## src/rtl/fpx_pkg.sv

```systemverilog
package fpx_pkg;

    localparam int ADDR_W     = 32;
    localparam int INSTR_W    = 32;
    localparam int OFF_W      = 8;
    localparam int WORD_SHIFT = 2;
    localparam int FREG_W     = 3;
    localparam int RN_W       = 4;
    localparam int CP_W       = 4;
    localparam int CNT_W      = 4;
    localparam int WIDX_W     = 2;
    localparam int REG_WORDS  = 3;

    // instruction field positions
    localparam int B_PRE    = 24;
    localparam int B_UP     = 23;
    localparam int B_CODEHI = 22;
    localparam int B_WB     = 21;
    localparam int B_LOAD   = 20;
    localparam int B_RN_LO  = 16;
    localparam int B_CODELO = 15;
    localparam int B_FR_LO  = 12;
    localparam int B_CP_LO  = 8;

    localparam logic [CP_W-1:0] CP_SINGLE = CP_W'(1);
    localparam logic [CP_W-1:0] CP_MULTI  = CP_W'(2);

    localparam logic [ADDR_W-1:0] STEP = ADDR_W'(1) << WORD_SHIFT;

    typedef enum logic {ST_IDLE, ST_RUN} seq_state_t;

    typedef struct packed {
        logic [ADDR_W-1:0] first_addr;
        logic [ADDR_W-1:0] next_base;
        logic [CNT_W-1:0]  words;
        logic [FREG_W-1:0] freg;
        logic [RN_W-1:0]   base_reg;
        logic              load;
        logic              wb;
        logic              multi;
    } xfer_cmd_t;

    function automatic logic [CNT_W-1:0] burst_words(input logic multi,
                                                     input logic [1:0] code);
        logic [CNT_W-1:0] n;
        if (multi) begin
            case (code)
                2'b01:   n = CNT_W'(REG_WORDS);
                2'b10:   n = CNT_W'(2 * REG_WORDS);
                2'b11:   n = CNT_W'(3 * REG_WORDS);
                default: n = CNT_W'(4 * REG_WORDS);
            endcase
        end else begin
            n = CNT_W'(code) + CNT_W'(1);
        end
        return n;
    endfunction

endpackage

```

## src/rtl/fpx_decode.sv

```systemverilog
module fpx_decode
    import fpx_pkg::*;
(
    input  logic [INSTR_W-1:0] instr,
    input  logic [ADDR_W-1:0]  base,
    output xfer_cmd_t          cmd,
    output logic               bad
);

    localparam int PAD_W = ADDR_W - OFF_W - WORD_SHIFT;

    logic [CP_W-1:0]   cp;
    logic [1:0]        code;
    logic              is_single;
    logic              is_multi;
    logic [ADDR_W-1:0] disp;
    logic [ADDR_W-1:0] moved;
    logic              unused_cond_bits;

    assign unused_cond_bits = ^instr[INSTR_W-1:B_PRE+1];

    assign cp        = instr[B_CP_LO +: CP_W];
    assign code      = {instr[B_CODEHI], instr[B_CODELO]};
    assign is_single = (cp == CP_SINGLE);
    assign is_multi  = (cp == CP_MULTI);
    assign disp      = {{PAD_W{1'b0}}, instr[OFF_W-1:0], {WORD_SHIFT{1'b0}}};
    assign moved     = instr[B_UP] ? (base + disp) : (base - disp);

    always_comb begin
        cmd.first_addr = instr[B_PRE] ? moved : base;
        cmd.next_base  = moved;
        cmd.words      = burst_words(is_multi, code);
        cmd.freg       = instr[B_FR_LO +: FREG_W];
        cmd.base_reg   = instr[B_RN_LO +: RN_W];
        cmd.load       = instr[B_LOAD];
        cmd.wb         = instr[B_WB];
        cmd.multi      = is_multi;
        bad            = !(is_single || is_multi) || (is_single && code == 2'b11);
    end

endmodule

```

## src/rtl/fpx_burst.sv

```systemverilog
module fpx_burst
    import fpx_pkg::*;
(
    input  logic              clk,
    input  logic              rst,
    input  logic              start,
    input  xfer_cmd_t         cmd,
    input  logic              cmd_bad,
    input  logic              ready,
    output logic              running,
    output logic [ADDR_W-1:0] cur_addr,
    output logic              cur_load,
    output logic [FREG_W-1:0] cur_freg,
    output logic [WIDX_W-1:0] cur_word,
    output logic              fin,
    output logic              rej,
    output logic              wb_fire,
    output logic [RN_W-1:0]   wb_rn,
    output logic [ADDR_W-1:0] wb_val
);

    localparam logic [WIDX_W-1:0] LAST_IN_REG = WIDX_W'(REG_WORDS - 1);

    seq_state_t        state;
    logic [CNT_W-1:0]  left;
    logic              hold_multi;
    logic              hold_wb;
    logic              fin_q;
    logic              rej_q;

    always_ff @(posedge clk) begin
        if (rst) begin
            state      <= ST_IDLE;
            left       <= '0;
            cur_addr   <= '0;
            cur_freg   <= '0;
            cur_word   <= '0;
            cur_load   <= 1'b0;
            hold_multi <= 1'b0;
            hold_wb    <= 1'b0;
            wb_rn      <= '0;
            wb_val     <= '0;
            fin_q      <= 1'b0;
            rej_q      <= 1'b0;
        end else begin
            fin_q <= 1'b0;
            rej_q <= 1'b0;
            case (state)
                ST_IDLE: begin
                    if (start) begin
                        if (cmd_bad) begin
                            rej_q <= 1'b1;
                        end else begin
                            state      <= ST_RUN;
                            left       <= cmd.words;
                            cur_addr   <= cmd.first_addr;
                            cur_freg   <= cmd.freg;
                            cur_word   <= '0;
                            cur_load   <= cmd.load;
                            hold_multi <= cmd.multi;
                            hold_wb    <= cmd.wb;
                            wb_rn      <= cmd.base_reg;
                            wb_val     <= cmd.next_base;
                        end
                    end
                end
                ST_RUN: begin
                    if (ready) begin
                        if (left == CNT_W'(1)) begin
                            state <= ST_IDLE;
                            fin_q <= 1'b1;
                        end else begin
                            left     <= left - CNT_W'(1);
                            cur_addr <= cur_addr + STEP;
                            if (hold_multi && cur_word == LAST_IN_REG) begin
                                cur_word <= '0;
                                cur_freg <= cur_freg + FREG_W'(1);
                            end else begin
                                cur_word <= cur_word + WIDX_W'(1);
                            end
                        end
                    end
                end
                default: state <= ST_IDLE;
            endcase
        end
    end

    assign running = (state == ST_RUN);
    assign fin     = fin_q;
    assign rej     = rej_q;
    assign wb_fire = fin_q && hold_wb;

endmodule

```

## src/rtl/fp_xfer_seq.sv

```systemverilog
module fp_xfer_seq
    import fpx_pkg::*;
(
    input  logic               clk,
    input  logic               rst,
    input  logic               start,
    input  logic [INSTR_W-1:0] instr,
    input  logic [ADDR_W-1:0]  base_in,
    input  logic               ready,
    output logic               busy,
    output logic               acc_valid,
    output logic [ADDR_W-1:0]  acc_addr,
    output logic               acc_load,
    output logic [FREG_W-1:0]  acc_freg,
    output logic [WIDX_W-1:0]  acc_word,
    output logic               done,
    output logic               illegal,
    output logic               wb_en,
    output logic [RN_W-1:0]    wb_reg,
    output logic [ADDR_W-1:0]  wb_value
);

    xfer_cmd_t cmd;
    logic      cmd_bad;
    logic      running;

    fpx_decode u_dec (
        .instr (instr),
        .base  (base_in),
        .cmd   (cmd),
        .bad   (cmd_bad)
    );

    fpx_burst u_seq (
        .clk      (clk),
        .rst      (rst),
        .start    (start),
        .cmd      (cmd),
        .cmd_bad  (cmd_bad),
        .ready    (ready),
        .running  (running),
        .cur_addr (acc_addr),
        .cur_load (acc_load),
        .cur_freg (acc_freg),
        .cur_word (acc_word),
        .fin      (done),
        .rej      (illegal),
        .wb_fire  (wb_en),
        .wb_rn    (wb_reg),
        .wb_val   (wb_value)
    );

    assign busy      = running;
    assign acc_valid = running;

endmodule

```

## config.mk

```make
export PLATFORM = sky130hd
export DESIGN_NAME = fp_xfer_seq
export DESIGN_NICKNAME = d
export VERILOG_FILES = /design/src/rtl/fpx_pkg.sv /design/src/rtl/fpx_decode.sv /design/src/rtl/fpx_burst.sv /design/src/rtl/fp_xfer_seq.sv
export SDC_FILE = /design/constraint.sdc
export NUM_CORES = 1
export LEC_CHECK = 0
export BUFFER_PORTS_ARGS = -buffer_cell sky130_fd_sc_hd__buf_2
export CORE_AREA = 3 3 115 117
export CTS_BUF_LIST = sky130_fd_sc_hd__clkbuf_8
export DETAILED_ROUTE_END_ITERATION = 6
export DIE_AREA = 0 0 118 120
export PLACE_DENSITY = 0.74
export SLEW_MARGIN = 20
export SYNTH_ARGS = -nofsm -noshare
export SYNTH_HDL_FRONTEND = slang
export SYNTH_SLANG_ARGS = --single-unit
```

## constraint.sdc

```tcl
create_clock -name clk -period 4.1 [get_ports clk]
set_clock_uncertainty 0.05 [all_clocks]
set_input_delay 0.205 -clock clk [delete_from_list [all_inputs] [get_ports clk]]
set_output_delay 0.205 -clock clk [all_outputs]
set_load 0.02 [all_outputs]
```

After elaboration in Yosys (flattened, before gate mapping)
Index checks and enable logic that the tools add are counted.
- output and inout port bits: 79
- bits of input ports: 68
- logic and storage cells: 79
- register bits after elaboration: 83
- bitwise operators: 4
- eq/ne operators: 12
- $add $sub $neg: 7
- reductions and logical operators: 11
- multiplexer cells: 33
- operators by type and width (kind ; number):
    two-way mux 32 bit ; 6
    case mux 32 bit (2 select lines) ; 1
    adder 32 x 10 -> 32 bit ; 1
    adder 32 x 3 -> 32 bit (second input constant) ; 1
    subtractor 32 x 10 -> 32 bit ; 1
    two-way mux 4 bit ; 5
    two-way mux 3 bit ; 5
    case mux 4 bit (3 select lines) ; 1
    two-way mux 2 bit ; 5
    inequality test 2 bit (second input constant) ; 5
    equality test 4 x 1 -> 1 bit (second input constant) ; 2
    case mux 4 bit (2 select lines) ; 1
    equality test 2 bit (second input constant) ; 3
    two-way mux 1 bit ; 6
    case mux 3 bit (2 select lines) ; 1
    OR reduction 3 bit ; 2
    AND reduction 5 bit ; 1
    equality test 4 x 2 -> 1 bit (second input constant) ; 1
    inverter 1 bit ; 4
    case mux 2 bit (2 select lines) ; 1
    AND reduction 4 bit ; 1
    subtractor 4 x 1 -> 4 bit (second input constant) ; 1
    adder 2 x 1 -> 3 bit (second input constant) ; 1
    adder 3 x 1 -> 3 bit (second input constant) ; 1
    7 further kinds ; 10

Longest topological paths before layout
- depth in word-level cells: 7
- mapped depth: 15
- mapped depth without buffers: 15

Cells and area by module
A second synthesis with hierarchy kept.
- cells, all modules: 882
- area, all modules: 6535.0 um^2
- modules (own cells, without submodules) (module ; times used ; area each (um^2) ; cells each ; sequential area each (um^2)):
    fpx_burst ; 1 ; 3931.3 ; 509 ; 1661.6
    fpx_decode ; 1 ; 2596.2 ; 372 ; 0.0
    fp_xfer_seq ; 1 ; 7.5 ; 1 ; 0.0

Worst setup path before layout
OpenSTA, ideal clock, no wires.
- kind: input-to-reg
- from: input port instr[3]
- to: register u_seq.cur_addr[22]
- data required time: 3.958 ns
- setup time: 0.092 ns
- path buffers: 0
- cell stages on the path: 14
- slack: 0.522 ns
- arrival: 3.436 ns
- cell sequence: nor2_1 nor4b_1 nor3b_1 ha_1 mux2_2 ha_1 a21oi_1 a2bb2oi_1 o311ai_2 a41o_2 a31oi_1 xnor2_1 nor2_1 nor4_1
- cells in the longest elaborated chain, start to end: 6
- elaborated cells on any way between the ends: 7
- those cells by class: add/sub (2); mux (5)
- ends and longest elaborated chain (item ; RTL line ; RTL):
    start: declaration ; fp_xfer_seq.sv:7 ; input logic [INSTR_W-1:0] instr,
    subtractor 32 x 10 -> 32 bit / adder 32 x 10 -> 32 bit (equally long branches) ; fpx_decode.sv:27 ; assign moved = instr[B_UP] ? (base + disp) : (base - disp);
    two-way mux 32 bit * ; fpx_decode.sv:27 ;
    two-way mux 32 bit * ; fpx_decode.sv:30 ; cmd.first_addr = instr[B_PRE] ? moved : base;
    two-way mux 32 bit * ; fpx_burst.sv:51 ; if (cmd_bad) begin
    two-way mux 32 bit * ; fpx_burst.sv:50 ; if (start) begin
    case mux 32 bit (2 select lines) * ; fpx_burst.sv:48 ; case (state)
    end signal: assignment ; fpx_burst.sv:56 ; cur_addr <= cmd.first_addr;
    end signal: assignment ; fpx_burst.sv:74 ; cur_addr <= cur_addr + STEP;
    end: declaration ; fpx_burst.sv:11 ; output logic [ADDR_W-1:0] cur_addr,
Every way passes the cells marked *; elsewhere a longest branch is shown, timed or not. The select of a mux whose other input is x is not followed.
A chain may end at the register's enable or synchronous reset.

Final worst setup path
- from: input port instr[3]
- to: register u_seq.cur_addr[31]
The elaborated chain is that of the path after synthesis.

==> flow_summary.toml <==
[run_status]
status = "complete, no violations"

[global_routing]
grt_max_degree = 55
grtUsageTotal = 0.264
antenna_found_initial = 0
grt_pass1_wl_um = 30500
grt-ovfl-total = 0
first_global_vias = 5914

[synth]
ys_warn_count = 0
seq_area_frac_synth = 0.272
syn_nets = 938
synth.distinct_cells = 76
synth-seq-cells = 83
syn_avg_cell_area_um2 = 7.37
syn_inst = 830
ys.flop_type = "dfxtp_1"
async_reset_ff_frac = 0
synth_area_mm2 = 0.00612
synth_edf_count = 0

[timing]
finalMaxSlewViolations = 0
fin_tns_setup_ns = 0
period_share = 0.875
setup_viol = 0
period_minus_slack_ns = 3.59
fmax_mhz = 279
rsz0062_at_grt = "no"
worstMarginPinSlew_ns = 0.981
final-hold-violation-count = 0
max_slew_margin = 0.346

[routing]
ant_nets = 0
drc_errors = 0
routedWlPerCell_um = 16.9
vias_per_cell = 5.79
route.vias.total = 6461
first_pass_iters = 5
drt_iter0_markers = 440
routed_wl_um = 18900

[die]
die_h_um = 120
dieWidth_um = 118
die-area_mm2 = 0.0142
rows = 41
ios = 147
start_util = 0.491
core-area_mm2 = 0.0125

[placed_design]
place_inst = 1097
dp_hpwl_um = 13900
gp_congestion = 0.947
port_buffers = 139

[critical_path]
critPathLaunchType = "primary input"
timing.rr.end = "u_seq.cur_addr[14]"
reg2reg_depth = 5
crit_type = "primary input to flop"
cp.required_ns = 4.32
cp_common_cell = "ha_1"
critical_path.max_stage_delay_ns = 0.41
crit_fanout = 6
startpoint = "instr[3]"
crit_arrival_ns = 3.81
worst_path_max_delay_cell = "a221oi_2"
crit_chain = "buf_2 -> nor2_1 -> nor4b_1 -> nor3b_1 -> ha_1 -> mux2_2 -> ha_1 -> nand4_1 -> o211ai_1 -> or2_1 -> o41ai_2 -> a31oi_1 -> a221oi_2 -> mux2i_1 -> o21ai_0"
r2r_start = "u_seq.running"
cp-end-kind = "flop"
r2r_setup_slack_ns = 1.26

[final_layout]
fillers = 1240
area_growth_pct = 16.6
layout.cells.non_filler = 1116
drive_above_1_share = 0.201
nNetsFinal = 1047
antenna_cells = 0

[power]
ir_drop_mv = 0.143
finalPower_w = 0.00215
p_clk_frac = 0.299
comb_power_share = 0.300
p_sw_w = 0.000771
power.share.sequential = 0.400
leakage_nw = 3.10
p_int_w = 0.00138
sw_frac_of_total = 0.358
power_density_mw_per_mm2 = 302

[flow_run]
cap_violations = 0

[worst_hold_path]
min_to = "u_seq.wb_rn[3]"
hp-class = "primary input to flop"
worstHoldStart = "instr[19]"
min_path_cells = 3

[clocking]
htreeDepth = 3
cts_buffer_depth = 2
cts_tree = "built"
cts_sinks = 83
clk_latency_ns = 0.39
cts_buffers = 9
clock-root-buffer = "clkbuf_8"
clk_pin_slew_ns = 0.09
-- timing repair --
action / CTS / global route
setup buffers: 0 / 0
hold buffers: 3 / 0
resized for setup: 0 / 0
endpoints found under the hold margin: 3 / 0
-- per-layer routing --
metal,vias up,GRT usage,routed length [µm]
met4,0,0.0733,338
met1,2976,0.379,8790
met5,-,0,0
met3,31,0.0481,1380
li1,3222,-,-
met2,232,0.405,8410
-- logic make-up after synthesis --
group,Yosys count,synth area share
compound gates,266,0.273
xor+xnor,35,0.0501
simple gates,314,0.244
fa+ha+maj,40,0.0830
flops,83,0.272
mux,18,0.0305
buf+inv,74,0.0470
-- synth_stat cells, types with 13 or more instances --
master / count / area [µm²]
clkbuf_1: 39 / 146
nor3_1: 23 / 115
xor2_1: 14 / 123
and3_1: 15 / 93.8
nand3_1: 22 / 110
inv_1: 21 / 78.8
nand2_1: 132 / 495
mux2i_1: 13 / 130
a21oi_1: 113 / 566
xnor2_1: 21 / 184
a211oi_1: 14 / 105
ha_1: 39 / 488
a21o_1: 21 / 158
dfxtp_1: 83 / 1660
nor2_1: 63 / 236
o21ai_0: 43 / 215
-- worst max-delay path by stage --
stage	cells after the start	endpoint	slack, ns
after floorplan	14	u_seq.cur_addr[22]	0.52
after global placement	15	u_seq.cur_addr[31]	0.24
after detailed placement	15	u_seq.cur_addr[31]	0.15
after CTS	15	u_seq.cur_addr[31]	0.56
after global routing	15	u_seq.cur_addr[22]	0.26
final	15	u_seq.cur_addr[31]	0.51
-- worst max-delay path: cells and delay by family --
family	cells	cell delay [ns]
AO/OA/AOI/OAI	5	1.20
AND/OR/NAND/NOR	5	1.20
adder cells (fa/ha/maj)	2	0.61
multiplexers	2	0.48
buffers and inverters	1	0.11
-- layout by cell type, fill, tap and decap left out, types with 13 or more instances in the layout --
master    count
buf_2       139
ha_1         39
a211oi_1     14
dfxtp_1      82
xnor2_1      21
and3_1       15
inv_1        21
nor2_1       62
nand3_1      22
xor2_1       14
mux2i_1      13
nand2_1     132
a21oi_1     113
a21o_1       21
nor3_1       23
o21ai_0      43
-- area by class of cell --
| type | count | area (µm²) | share of cell area |
|---|---|---|---|
| Inverter | 22 | 82.6 | 0.0116 |
| Clock buffer | 10 | 138 | 0.0193 |
| Sequential cell | 83 | 1660 | 0.233 |
| Multi-Input combinational cell | 673 | 4180 | 0.586 |
| Tap cell | 172 | 215 | 0.0302 |
| Timing Repair Buffer | 150 | 786 | 0.110 |
| Clock inverter | 6 | 70.1 | 0.00982 |
-- through the flow --
step	util	hold slack, ns	setup slack, ns	cell area [µm²]
after floorplan	-	0.291	0.522	6120
after CTS	0.572	0.0000457	0.556	7130
after detailed placement	0.553	0.393	0.152	6890
after global routing	0.572	0.0112	0.263	7130
final	0.572	0.0122	0.513	7130
after global placement	0.553	0.387	0.240	6890
-- state kept, by name, indices dropped and copies added, names as in the netlist --
| name | flops |
|---|---|
| u_seq.hold_wb | 1 |
| u_seq.rej | 1 |
| u_seq.cur_word | 2 |
| u_seq.cur_freg | 3 |
| u_seq.left | 4 |
| u_seq.fin | 1 |
| u_seq.wb_rn | 4 |
| u_seq.cur_addr | 32 |
| u_seq.wb_val | 32 |
| u_seq.running | 1 |
| u_seq.hold_multi | 1 |
| u_seq.cur_load | 1 |
-- power groups by stage --
stage          Clock [W]  Combinational (W)  Sequential [W]
2_1_floorplan          0           0.000420        0.000906
3_3_place_gp           0           0.000627        0.000880
3_5_place_dp           0           0.000631        0.000881
4_1_cts         0.000659           0.000636        0.000862
5_1_grt         0.000688           0.000715        0.000868
6_report        0.000645           0.000647        0.000863
Power figures use the tool's default switching activity.
